## src/rtl/asu_pkg.sv

```systemverilog
package asu_pkg;
  localparam int unsigned ASU_WIDTH = 4;

  typedef enum logic [1:0] {
    ASU_SUM      = 2'b00,
    ASU_DBL      = 2'b01,
    ASU_SUM_INC  = 2'b10,
    ASU_DBL_INC  = 2'b11
  } asu_op_e;
endpackage

```

## src/rtl/asu_operand_mux.sv

```systemverilog
module asu_operand_mux #(
  parameter int unsigned WIDTH = asu_pkg::ASU_WIDTH
) (
  input  logic [WIDTH-1:0] a_i,
  input  logic [WIDTH-1:0] b_i,
  input  logic             pick_a_i,
  output logic [WIDTH-1:0] opnd_o
);
  always_comb begin
    opnd_o = pick_a_i ? a_i : b_i;
  end
endmodule

```

## src/rtl/asu_ripple_adder.sv

```systemverilog
module asu_ripple_adder #(
  parameter int unsigned WIDTH = asu_pkg::ASU_WIDTH
) (
  input  logic [WIDTH-1:0] x_i,
  input  logic [WIDTH-1:0] y_i,
  input  logic             cin_i,
  output logic [WIDTH-1:0] sum_o,
  output logic             cout_o
);
  logic [WIDTH:0] carry;

  assign carry[0] = cin_i;

  for (genvar g = 0; g < WIDTH; g++) begin : g_fa
    logic p;
    assign p            = x_i[g] ^ y_i[g];
    assign sum_o[g]     = p ^ carry[g];
    assign carry[g+1]   = (x_i[g] & y_i[g]) | (p & carry[g]);
  end

  assign cout_o = carry[WIDTH];
endmodule

```

## src/rtl/add_shift_unit.sv

```systemverilog
module add_shift_unit #(
  parameter int unsigned WIDTH = asu_pkg::ASU_WIDTH
) (
  input  logic [WIDTH-1:0] a_i,
  input  logic [WIDTH-1:0] b_i,
  input  logic [1:0]       sel_i,
  output logic [WIDTH-1:0] res_o,
  output logic             carry_o
);
  logic [WIDTH-1:0] opnd;

  // bit 0 doubles A (shift), bit 1 supplies the +1
  asu_operand_mux #(.WIDTH(WIDTH)) u_mux (
    .a_i      (a_i),
    .b_i      (b_i),
    .pick_a_i (sel_i[0]),
    .opnd_o   (opnd)
  );

  asu_ripple_adder #(.WIDTH(WIDTH)) u_add (
    .x_i    (a_i),
    .y_i    (opnd),
    .cin_i  (sel_i[1]),
    .sum_o  (res_o),
    .cout_o (carry_o)
  );
endmodule

```

## config.mk

```make
export PLATFORM = sky130hd
export DESIGN_NAME = add_shift_unit
export DESIGN_NICKNAME = d
export VERILOG_FILES = /design/src/rtl/asu_pkg.sv /design/src/rtl/asu_operand_mux.sv /design/src/rtl/asu_ripple_adder.sv /design/src/rtl/add_shift_unit.sv
export SDC_FILE = /design/constraint.sdc
export NUM_CORES = 1
export LEC_CHECK = 0
export BUFFER_PORTS_ARGS = -buffer_cell sky130_fd_sc_hd__buf_2
export CAP_MARGIN = 20
export CORE_AREA = 2 2 39 41
export DETAILED_ROUTE_END_ITERATION = 8
export DIE_AREA = 0 0 41 43
export REMOVE_ABC_BUFFERS = 1
export SLEW_MARGIN = 40
export SYNTH_ARGS = -nofsm -noshare
export SYNTH_HDL_FRONTEND = slang
export SYNTH_SLANG_ARGS = --single-unit
export TNS_END_PERCENT = 30
```

## constraint.sdc

```tcl
create_clock -name vclk -period 2.28
set_input_delay 0 -clock vclk [all_inputs]
set_output_delay 0 -clock vclk [all_outputs]
set_load 0.05 [all_outputs]
```

# After elaboration in Yosys (flattened, before gate mapping)

Index checks and enable logic that the tools add are counted.

Muxes and demuxes: 1
Bitwise gates (word level): 20

Operators by type and width:

| cell              | count |
|---|---|
| bitwise AND 1 bit | 8 |
| bitwise XOR 1 bit | 8 |
| 2-to-1 mux 4 bit  | 1 |
| bitwise OR 1 bit  | 4 |

Bits in registers: 0
Word-level logic and storage cells: 21
Output and inout port bits: 5
Input port bits: 10

# Longest topological paths before layout

Gate-level depths: netlist of run 1.

Depth in word-level cells: 10
Depth in mapped cells: 8
Gate-level depth less buffers: 8

# Modules after synthesis

From an unflattened synthesis of run 1, not the netlist that was laid out.

Cell total of the unflattened synthesis: 18
Area, all modules: 162.7 um2

By module, submodules not included:

| module           | area each (um2) | cells each | seq. area each (um2) | instances |
|---|---|---|---|---|
| asu_ripple_adder | 117.6           | 14         | 0.0                  | 1 |
| asu_operand_mux  | 45.0            | 4          | 0.0                  | 1 |

# Worst setup path before layout of run 1

OpenSTA, ideal clock, no wires.

Path kind: input-to-output
Start point: in sel_i[0]
End point: out res_o[3]
Path slack: 0.368 ns
Required time: 2.280 ns
Arrival: 1.912 ns
Buffers on the path: 0
Stages: 8
Cell sequence: mux2i_1 fa_1 inv_1 fa_1 fa_1 inv_1 fa_1 inv_1

Longest elaborated chain between the ends: 9
Elaborated cells between the ends (all ways): 15
Classes of those cells: mux (1); bitwise (14)

RTL lines:

| item                | line                   | RTL |
|---|---|---|
| from (decl)         | add_shift_unit.sv:6    | `input logic [1:0] sel_i,` |
| 2-to-1 mux 4 bit *  | asu_operand_mux.sv:10  | `opnd_o = pick_a_i ? a_i : b_i;` |
| bitwise XOR 1 bit   | asu_ripple_adder.sv:16 | `assign p = x_i[g] ^ y_i[g];` |
| bitwise AND 1 bit   | asu_ripple_adder.sv:18 | `assign carry[g+1] = (x_i[g] & y_i[g]) \| (p & carry[g]);` |
| bitwise OR 1 bit    | asu_ripple_adder.sv:18 |  |
| bitwise AND 1 bit   | asu_ripple_adder.sv:18 |  |
| bitwise OR 1 bit    | asu_ripple_adder.sv:18 |  |
| bitwise AND 1 bit   | asu_ripple_adder.sv:18 |  |
| bitwise OR 1 bit    | asu_ripple_adder.sv:18 |  |
| bitwise XOR 1 bit * | asu_ripple_adder.sv:17 | `assign sum_o[g] = p ^ carry[g];` |
| to (decl)           | add_shift_unit.sv:7    | `output logic [WIDTH-1:0] res_o,` |

Mark *: on every way between the ends. The rest lies on a longest branch, timed or not.

# Worst setup path in the final report of run 1

Ends and elaborated chain as after synthesis.

==> results of run 1 <==
[power breakdown]
part	total, mW	leakage (nW)	switching, mW	internal [mW]
logic	0.121	0.150	0.0898	0.0312
registers	0	0	0	0
clock network	0	0	0	0
total	0.121	0.150	0.0898	0.0312
[final timing paths]
kind                  slack, ns        to
worst max-delay path       0.15  res_o[3]
worst min-delay path       0.51  res_o[2]
[final cells by class]
type,instances,area share
Timing Repair Buffer,15,0.3030
Tap cell,16,0.08081
Inverter,8,0.1212
Multi-Input combinational cell,8,0.4950
[Yosys cell counts]
cell type | count | share of area
fa_1 | 4 | 0.52
inv_1 | 8 | 0.20
mux2_2 | 2 | 0.15
mux2i_1 | 2 | 0.13
[routing by layer]
layer  up-vias  share of wire  GRT usage
li1         74              -          -
met1        64           0.37    0.03846
met2        15           0.40    0.08438
met3         0           0.23   0.005236
met4         0              0          0
met5         -              0          0
[cell families after synthesis]
logic type / count (synthesis) / share of synthesized area
muxes: 4 / 0.2787
buffers and inverters: 8 / 0.1967
adders and majority gates: 4 / 0.5246
==> flow_summary.toml, run 1 <==
[flow_run]
maxCapViolCount = 0

[worst_hold_path]
hold_start = "a_i[2]"
hold_depth = 3
hold_path_class = "in2out"

[power]
pwr_density_cell_nw_per_um2 = 488.3
total_power_mw = 0.1210
ir_drop_v = 0.0001538
power_leakage_nw = 0.1504

[detailed_routing]
routedWlPerCell_um = 7.383
viasPerCell = 3.255
dr.pass1.iters = 1
ant_nets = 0
finalWirelength_um = 347
drc = 0
drtIter0Drc = 0
num_vias = 153

[worst_setup_path]
cp_cell_sequence = "buf_2, mux2i_1, fa_1, inv_1, fa_1, fa_1, inv_1, fa_1, inv_1, buf_2"
path_depth = 10
critical_path_arrival_ns = 2.13
crit_fanout = 4
crit_start = "sel_i[0]"
worstSetupEndpointType = "output pin"
cp_common_cell = "fa_1"
critPathTopFamily = "adder cells"
max_stage_delay_ns = 0.40
timing.critical_path.buf_inv = 5
critPathKind = "in2out"
worstPathRequired_ns = 2.28
cp_slowest_cell = "fa_1"
critPathLaunchType = "input pin"

[synth]
syn_area_um2 = 152.6
seq_area_frac_synth = 0
synth_cells = 16
avgSynthCellArea_um2 = 9.540
synth_cell_types = 4
yosys_warnings = 0

[timing]
finalSetupViolations = 0
layout_setup_ws_ns = 0.1459
worst_slew_pin_slew_ns = 0.2572
layout_min_cycle_time_ns = 2.134
max_slew_margin = 0.8297
slew_viol_final = 0
fin_setup_tns_ns = 0
hold_viol_final = 0
rsz0062_at_grt = "false"
hold_ws_ns = 0.5124
clock.fmax_mhz = 468.6
timing.final.crit_share = 0.9360

[layout]
seq_area_um2 = 0
layout_commonest_cell = "buf_2"
drive_gt1_frac = 0.5484
fillCellCount = 156
multiInputGateArea_um2 = 122.6
nets = 47
diodes = 0
final_cells = 47
final_cell_mix = "buf_2, inv_1, fa_1"
final_core_util = 0.1790
syn2layout_area_growth_pct = 62.30
nFlopsAndLatches = 0
stdcell_area_um2 = 247.7
clock_buffers = 0

[floorplan]
start_util = 0.1103
num_rows = 14
die_w_um = 41
die_y_um = 43
coreArea_um2 = 1384
dieArea_um2 = 1763
io_pins = 15

[global_routing]
grt.total_usage = 0.04012
grt_antenna_before_repair = 0
grt_max_degree = 5
overflow = 0
grt_pass1_wl_um = 524
grt_pass1_vias = 160

[placement]
portBuffers = 15
post-place-ws_ns = 0.1133
place_inst = 47
postPlaceCellArea_um2 = 247.7
dp_hpwl_um = 347.6
gp_congestion = 0.5553

[clock_tree]
hold_buffers = 0
post_cts_buffers = 0
post_cts_resized = 0

[run_status]
status = "finished clean"
(Power assumes the default switching activity.)
==> inputs of run 2 (changes only) <==
- ABC_AREA: not set -> 1
- CAP_MARGIN: 20 -> not set
==> flow_summary.toml, run 2 <==
[power]
combPwrFrac = 1.000
power_leakage_nw = 0.1805
p_seq_frac = 0
pwr_density_cell_nw_per_um2 = 465.4
ir_drop_v = 0.00007346
total_power_mw = 0.1217
p_sw_frac = 0.7545
power_frac_clock = 0
power.net_switching_mw = 0.09182
internal_power_mw = 0.02988

[layout]
layout_commonest_cell = "buf_2"
seq_area_um2 = 0
nets = 58
drive_gt1_frac = 0.3810
diodes = 0
fillCellCount = 160
final_cell_mix = "buf_2, nand2_1, inv_1"
nFlopsAndLatches = 0
syn2layout_area_growth_pct = 57.14
clock_buffers = 0

[floorplan]
die_w_um = 41
dieArea_um2 = 1763
num_rows = 14
io_pins = 15
coreArea_um2 = 1384
die_y_um = 43
start_util = 0.1203

[placement]
dp_hpwl_um = 342.1
portBuffers = 15
post-place-ws_ns = 0.2296
gp_congestion = 0.6379

[global_routing]
grt_max_degree = 6
overflow = 0
grt.total_usage = 0.04121
grt_antenna_before_repair = 0
grt_pass1_wl_um = 552
grt_pass1_vias = 164

[timing]
fin_setup_tns_ns = 0
slew_viol_final = 0
layout_setup_ws_ns = 0.2486
rsz0062_at_grt = "false"
hold_viol_final = 0
max_slew_margin = 0.8326
timing.final.crit_share = 0.8910
layout_min_cycle_time_ns = 2.031
clock.fmax_mhz = 492.3
worst_slew_pin_slew_ns = 0.2528
finalSetupViolations = 0

[synth]
synth_most_common_cell = "nand2_1"
seq_area_frac_synth = 0
avgSynthCellArea_um2 = 6.163
syn_area_um2 = 166.4
yosysTopAreaCell = "fa_1"
synthTopCellsByCount = "nand2_1, inv_1, fa_1"
synth_cells = 27
synth_top_area_share = 0.4812
synth_cell_types = 4
yosys_warnings = 0
synth_area_leaders = "fa_1, nand2_1, inv_1, inv_2"

[detailed_routing]
viasPerCell = 3.086
drc = 0
ant_nets = 0
num_vias = 179
routedWlPerCell_um = 5.983
drtIter0Drc = 0
finalWirelength_um = 347
dr.pass1.iters = 1

[worst_setup_path]
worstPathRequired_ns = 2.28
critPathLaunchType = "input pin"
max_stage_delay_ns = 0.40
worstSetupEndpointType = "output pin"
critPathKind = "in2out"
critical_path_arrival_ns = 2.03
cp_cell_sequence = "buf_2, inv_2, nand2_1, nand2_1, fa_1, inv_1, fa_1, fa_1, inv_1, fa_1, inv_1, buf_2"
cp_slowest_cell = "fa_1"
cp_common_cell = "fa_1"
crit_fanout = 5

[worst_hold_path]
hold_path_class = "in2out"
hold_depth = 3

[clock_tree]
post_cts_resized = 0
post_cts_buffers = 0
hold_buffers = 0

[flow_run]
maxCapViolCount = 0

[run_status]
status = "finished clean"
[run 2: path summary, 6_finish.rpt]
kind	startpoint	to
max	sel_i[0]	res_o[3]
min	a_i[2]	res_o[2]
[run 2: layout make-up]
type	count	area, um2	area share
Tap cell	16	20.02	0.07655
Timing Repair Buffer	15	75.07	0.2871
Inverter	11	41.29	0.1579
Multi-Input combinational cell	16	125.1	0.4785
[run 2: critical path, delay by kind of cell]
family,cells,cell delay (ns)
buffers and inverters,6,0.63
adders and majority gates,4,1.29
and+or+nand+nor,2,0.12
[run 2: kinds of logic (layout without fill, tap and decap cells)]
family,after synthesis,count (layout),share of synthesized area
AND/OR/NAND/NOR,12,12,0.2707
buffers and inverters,11,26,0.2481
adder cells (fa/ha/maj),4,4,0.4812
[run 2: metrics by stage]
stage / cell area, um2 / hold slack, ns / utilization / cells
after global placement: 261.5 / 0.5276 / 0.1890 / 58
after CTS: 261.5 / 0.5221 / 0.1890 / 58
final: 261.5 / 0.5129 / 0.1890 / 58
after global routing: 261.5 / 0.5409 / 0.1890 / 58
after floorplan: 166.4 / 0.3934 / - / 27
after detailed placement: 261.5 / 0.5210 / 0.1890 / 58
[run 2: routing by layer]
metal	up-vias	share of wire	GRT usage
met4	0	0	0
met3	0	0.11	0
met2	10	0.41	0.07188
met1	69	0.48	0.05806
li1	100	-	-
met5	-	0	0
[run 2: power by group through the flow]
stage               sequential, mW  combinational (mW)  clock (mW)
floorplan                        0              0.0988           0
global placement                 0               0.124           0
detailed placement               0               0.124           0
CTS                              0               0.124           0
global route                     0               0.133           0
finish                           0               0.122           0
